<file path="src/rtl/irq_route_pkg.sv">
`timescale 1ns/1ps
package irq_route_pkg;

    typedef enum logic {
        LANE_LEGACY = 1'b0,
        LANE_ROUTED = 1'b1
    } lane_state_e;

    typedef struct packed {
        logic irq;
        logic fiq;
    } req_pair_t;

endpackage

</file>
<file path="src/rtl/irq_pin_sync.sv">
`timescale 1ns/1ps
module irq_pin_sync #(
    parameter int STAGES = 2,
    parameter int W      = 2
) (
    input  logic         clk,
    input  logic         rst_n,
    input  logic [W-1:0] d,
    output logic [W-1:0] q
);
    logic [W-1:0] stg [STAGES];

    always_ff @(posedge clk or negedge rst_n) begin
        if (!rst_n) begin
            for (int k = 0; k < STAGES; k++) stg[k] <= '0;
        end else begin
            stg[0] <= d;
            for (int k = 1; k < STAGES; k++) stg[k] <= stg[k-1];
        end
    end

    assign q = stg[STAGES-1];
endmodule

</file>
<file path="src/rtl/irq_route_lane.sv">
`timescale 1ns/1ps
module irq_route_lane
    import irq_route_pkg::*;
#(
    parameter int SYNC_STAGES = 2
) (
    input  logic clk,
    input  logic rst_n,
    input  logic if_en,
    input  logic leg_irq_n,
    input  logic leg_fiq_n,
    input  logic ctl_irq,
    input  logic ctl_fiq,
    output logic core_irq_n,
    output logic core_fiq_n,
    output logic pend_irq,
    output logic pend_fiq,
    output logic routed
);
    lane_state_e state_q, state_d;
    req_pair_t   ctl_q;
    req_pair_t   pin_sync;
    req_pair_t   pin_act;

    // state register
    always_ff @(posedge clk or negedge rst_n) begin
        if (!rst_n) state_q <= LANE_LEGACY;
        else        state_q <= state_d;
    end

    // transitions: EN_RISE and EN_FALL
    always_comb begin
        state_d = state_q;
        unique case (state_q)
            LANE_LEGACY: if (if_en)  state_d = LANE_ROUTED;
            LANE_ROUTED: if (!if_en) state_d = LANE_LEGACY;
        endcase
    end

    // controller-side request register (controller clock latency)
    always_ff @(posedge clk or negedge rst_n) begin
        if (!rst_n) ctl_q <= '0;
        else        ctl_q <= '{irq: ctl_irq, fiq: ctl_fiq};
    end

    // the dedicated pins as active-high sources into the synchroniser
    assign pin_act = '{irq: ~leg_irq_n, fiq: ~leg_fiq_n};

    irq_pin_sync #(.STAGES(SYNC_STAGES), .W(2)) u_sync (
        .clk   (clk),
        .rst_n (rst_n),
        .d     (pin_act),
        .q     (pin_sync)
    );

    // outputs, steered only by the registered state
    always_comb begin
        unique case (state_q)
            LANE_LEGACY: begin
                core_irq_n = leg_irq_n;
                core_fiq_n = leg_fiq_n;
                pend_irq   = 1'b0;
                pend_fiq   = 1'b0;
            end
            LANE_ROUTED: begin
                core_irq_n = ~ctl_q.irq;
                core_fiq_n = ~ctl_q.fiq;
                pend_irq   = pin_sync.irq;
                pend_fiq   = pin_sync.fiq;
            end
        endcase
    end

    assign routed = (state_q == LANE_ROUTED);
endmodule

</file>
<file path="src/rtl/core_irq_route.sv">
`timescale 1ns/1ps
module core_irq_route #(
    parameter int NUM_CORES   = 4,
    parameter int ID_W        = 5,
    parameter int FIQ_PPI_ID  = 28,
    parameter int IRQ_PPI_ID  = 31,
    parameter int SYNC_STAGES = 2
) (
    input  logic                 clk,
    input  logic                 rst_n,
    input  logic [NUM_CORES-1:0] if_en,
    input  logic [NUM_CORES-1:0] legacy_irq_n,
    input  logic [NUM_CORES-1:0] legacy_fiq_n,
    input  logic [NUM_CORES-1:0] ctl_irq_req,
    input  logic [NUM_CORES-1:0] ctl_fiq_req,
    output logic [NUM_CORES-1:0] core_irq_n,
    output logic [NUM_CORES-1:0] core_fiq_n,
    output logic [NUM_CORES-1:0] ppi_irq_pend,
    output logic [NUM_CORES-1:0] ppi_fiq_pend,
    output logic [ID_W-1:0]      ppi_irq_id,
    output logic [ID_W-1:0]      ppi_fiq_id
);
    localparam logic [ID_W-1:0] FIQ_ID_V = ID_W'(FIQ_PPI_ID);
    localparam logic [ID_W-1:0] IRQ_ID_V = ID_W'(IRQ_PPI_ID);

    logic [NUM_CORES-1:0] lane_routed;

    for (genvar i = 0; i < NUM_CORES; i++) begin : g_lane
        irq_route_lane #(.SYNC_STAGES(SYNC_STAGES)) u_lane (
            .clk        (clk),
            .rst_n      (rst_n),
            .if_en      (if_en[i]),
            .leg_irq_n  (legacy_irq_n[i]),
            .leg_fiq_n  (legacy_fiq_n[i]),
            .ctl_irq    (ctl_irq_req[i]),
            .ctl_fiq    (ctl_fiq_req[i]),
            .core_irq_n (core_irq_n[i]),
            .core_fiq_n (core_fiq_n[i]),
            .pend_irq   (ppi_irq_pend[i]),
            .pend_fiq   (ppi_fiq_pend[i]),
            .routed     (lane_routed[i])
        );
    end

    assign ppi_irq_id = IRQ_ID_V;
    assign ppi_fiq_id = FIQ_ID_V;
endmodule

</file>
<file path="config.mk">
export PLATFORM = sky130hd
export DESIGN_NAME = core_irq_route
export DESIGN_NICKNAME = d
export VERILOG_FILES = /design/src/rtl/irq_route_pkg.sv /design/src/rtl/irq_pin_sync.sv /design/src/rtl/irq_route_lane.sv /design/src/rtl/core_irq_route.sv
export SDC_FILE = /design/constraint.sdc
export NUM_CORES = 1
export LEC_CHECK = 0
export ABC_AREA = 0
export BUFFER_PORTS_ARGS = -buffer_cell sky130_fd_sc_hd__buf_4
export CAP_MARGIN = 10
export CORE_AREA = 2 2 53 55
export DETAILED_ROUTE_END_ITERATION = 10
export DIE_AREA = 0 0 55 57
export MAX_ROUTING_LAYER = met4
export PLACE_DENSITY = 0.79
export SYNTH_ARGS = -nofsm -noshare
export SYNTH_HDL_FRONTEND = slang
export SYNTH_SLANG_ARGS = --single-unit
export TNS_END_PERCENT = 5
</file>
<file path="constraint.sdc">
create_clock -name clk -period 1.3 [get_ports clk]
set_input_delay 0.065 -clock clk [delete_from_list [all_inputs] [get_ports clk]]
set_output_delay 0.065 -clock clk [all_outputs]
set_load 0.01 [all_outputs]
</file>
Word level (Yosys, flattened, before mapping):

Cells that the tools add are included.

* mux-type cells: 20
* bitwise gates (word level): 20

Operators with widths (count)
* $pmux W1 S2: 16
* $not A1 Y1: 20
* $mux W1: 4

* register bits after elaboration: 28
* input port bits: 22
* output and inout bits: 26
* logic and storage cells: 60

Depth between registers and ports, before layout:

* depth after elaboration: 2
* depth in mapped cells: 3

Hierarchy:

A second synthesis with hierarchy kept.

* cell total of the unflattened synthesis: 76
* area total of the unflattened synthesis: 1008.5 um2

Modules (own cells, without submodules)
* irq_route_lane: instances 4, cells each 10, area each 116.4 um2
* irq_pin_sync: instances 4, cells each 6, area each 115.1 um2
* core_irq_route: instances 1, cells each 12, area each 82.6 um2

Worst setup path before layout:

OpenSTA, ideal clock, no wires.

* path kind: reg-to-output
* start: register g_lane[0].u_lane.state_q
* end: output ppi_fiq_pend[0]
* data arrival time: 0.713 ns
* data required time: 1.235 ns
* slack: 0.522 ns
* cell stages (with the launch flop): 3
* path buffers: 1
* path through: dfrtp_1 -> and2_2 -> buf_4

* longest elaborated chain between the ends: 2

RTL lines
* start: declaration: RTL line irq_route_lane.sv:20 `lane_state_e state_q, state_d;`
* start signal: assignment: RTL line irq_route_lane.sv:28 `else state_q <= state_d;`
* $not A1 Y1: RTL line irq_route_lane.sv:58 `unique case (state_q)`
* $pmux W1 S2 *: RTL line irq_route_lane.sv:58
* end: declaration: RTL line core_irq_route.sv:19 `output logic [NUM_CORES-1:0] ppi_fiq_pend,`

Every way passes the cells marked *; elsewhere a longest branch is shown, timed or not.

Worst setup path in the final report:

* start: register g_lane[2].u_lane.state_q
* end: output core_irq_n[2]

* longest elaborated chain between the ends: 2

RTL lines
* start: declaration: RTL line irq_route_lane.sv:20
* start signal: assignment: RTL line irq_route_lane.sv:28
* $not A1 Y1: RTL line irq_route_lane.sv:58
* $pmux W1 S2 *: RTL line irq_route_lane.sv:58
* end: declaration: RTL line core_irq_route.sv:16 `output logic [NUM_CORES-1:0] core_irq_n,`

Marks and branches as above.

==> results.txt <==
Outcome - finished clean
Register area share after synthesis - 66.19%
WP data required - 1.24 ns
Most common cell after layout, fill and taps aside - buf_4
Worst-path fanout max - 6
Syn avg cell area - 12.31 um2
Number of synthesized register bits - 28
Synth area leaders - dfrtp_1, buf_4, and2_1
Clk slew on worst S/H paths - 0.14 ns
Endpoints failing setup - 0
Leakage Power - 0.7448 nW
# rows - 19
Synth top area share - 66.19%
Initial Util - 40.48%
Vias - 665
Element type at the critical path start - register
Synth Instances - 86
Final WS setup - 0.09715 ns
Cell breakdown of the critical path - nor2_1 > a21oi_2 > buf_4
Die Span Y - 57 um
Layout area overhead - 37.94%
Reg2Reg Depth - 0
Final ANT Viol Nets - 0
Critical path's slowest cell - dfrtp_1
Hold Slack - 0.1828 ns
Global-route wire length before repair - 2863 um
Die area - 3135 um2
CP endpoint - core_irq_n[2]
Capturing point of the worst reg2reg path - g_lane[0].u_lane.u_sync.q[0]$_DFF_PN0_
VDD IR-drop max - 0.7737 mV
CTS Sinks - 28
Most frequent cells in the layout - buf_4, dfrtp_1, dlygate4sd3_1
Launch point of the worst path - g_lane[2].u_lane.routed$_DFF_PN0_
Worst EP arrival - 1.14 ns
Total routed wirelength - 1671 um
Period utilization - 92.53%
Drt wl/cell - 10.38 um
Clk buf depth - 2
Max cap viols - 0
Postcts setup bufs - 0
Share of cells above drive strength 1 - 33.85%
Io pins - 48
CTS root buf - clkbuf_4
CTS tree - yes
Post-Syn Area - 1059 um2
Setup TNS - 0 ns
Pin count of the biggest net entering global routing - 29
Clock tree skew after final layout - 0.0007826 ns
TritonRoute pass-1 iters - 2
Core area - 2615 um2
Final Critical Period - 1.203 ns
Nets - 153
FF-to-FF setup slack - 0.82 ns
Initial antenna violation count - 0
GPL Wtd Cong - 0.6433
R2r startpoint - g_lane[0].u_lane.u_sync.stg[2]$_DFF_PN0_
Fin. max-slew vios - 0
DRC Markers - 0
Total CTS buffers - 3
H-tree level count - 1
Yosys top cell by area - dfrtp_1
Starting DRT DRC Count - 15
Vias in the first global route - 740
GRT Total Usage - 12.89%
Post-Layout Cell Count - 161
Worst skew pair latency - 0.31 ns
GRT overflow - 0
Post-DR vias/cell - 4.130
Placed cells - 136
WS Path Type - reg -> out
PwrDens - 1068 nW/um2
Worst min path class - in -> async
DP Worst Slack - 0.4581 ns
Die W - 55 um
Antenna Cells - 0
FMAX - 0.8314 GHz
Crit. End Element - output pin
Crit path max-delay family - flip-flops
Critical path buffers and inverters - 1
Final Hold Vio Count - 0
Netlist cell types - 9
Largest stage delay, worst path - 0.47 ns
Yosys Warn Count - 0
Stages on worst setup path - 3
RSZ-0062 raised after global routing - no
IO buf count - 37
Finished Core Util - 55.84%
kinds of logic after synthesis:
family	after synthesis	synth area share (%)
muxes	2	1.891
DFF	28	66.19
and+or+nand+nor	14	7.092
AOI/OAI and AO/OA	6	2.837
buffers and inverters	34	21.28
other	2	0.7095
state kept, by name, indices dropped and copies added (netlist names):
register                  cells
g_lane.u_lane.u_sync.q        8
g_lane.u_lane.u_sync.stg      8
g_lane.u_lane.routed          4
g_lane.u_lane.ctl_q           8
final cells by class:
class                      instances  area [um2]
sequential                        28       700.7
multi-input combinational         32       166.4
inverter                           8       30.03
clock buffer                       4       36.28
fill                             219        1155
timing repair buffer              58       488.0
tap                               31       38.79
synth_stat cells:
master,n
a21oi_1,6
and2_1,6
and2_2,2
buf_4,26
conb_1,2
dfrtp_1,28
inv_1,8
mux2i_1,2
nor2_1,6
routing by layer:
| layer | vias to the layer above | GRT usage, % | share of wire [%] |
|---|---|---|---|
| li1 | 312 | - | - |
| met1 | 320 | 13.42 | 36 |
| met2 | 33 | 22.96 | 57 |
| met3 | 0 | 3.403 | 7.2 |
| met4 | 0 | 3.833 | 0 |
| met5 | - | - | 0 |
worst min-delay path by stage:
stage | endpoint | slack [ns] | cells past startpoint
floorplan | g_lane[0].u_lane.ctl_q[0]$_DFF_PN0_ | -0.23 | 0
global placement | g_lane[1].u_lane.routed$_DFF_PN0_ | -0.01 | 1
detailed placement | g_lane[3].u_lane.ctl_q[1]$_DFF_PN0_ | -0.002 | 1
CTS | g_lane[3].u_lane.ctl_q[1]$_DFF_PN0_ | 0.17 | 2
global route | g_lane[3].u_lane.u_sync.stg[3]$_DFF_PN0_ | 0.20 | 2
finish | g_lane[3].u_lane.ctl_q[1]$_DFF_PN0_ | 0.18 | 2
per-stage QoR:
stage          cell area [um2]  power, W
2_1_floorplan             1089  0.001070
3_3_place_gp              1210  0.001121
3_5_place_dp              1210  0.001130
4_1_cts                   1456  0.001589
5_1_grt                   1460  0.001654
6_report                  1460  0.001560
report_power, final:
part | internal [W] | total [W] | switching, W
logic | 0.000136 | 0.000228 | 0.0000919
registers | 0.000914 | 0.000932 | 0.0000183
clock network | 0.000171 | 0.000399 | 0.000228
repair_timing:
action                                 in CTS  in global routing
endpoints found under the hold margin      48                  0
gates resized for setup                     0                  1
hold buffers                               21                  0
setup endpoints to repair                   0                  1
Power figures use the tool's default switching activity.
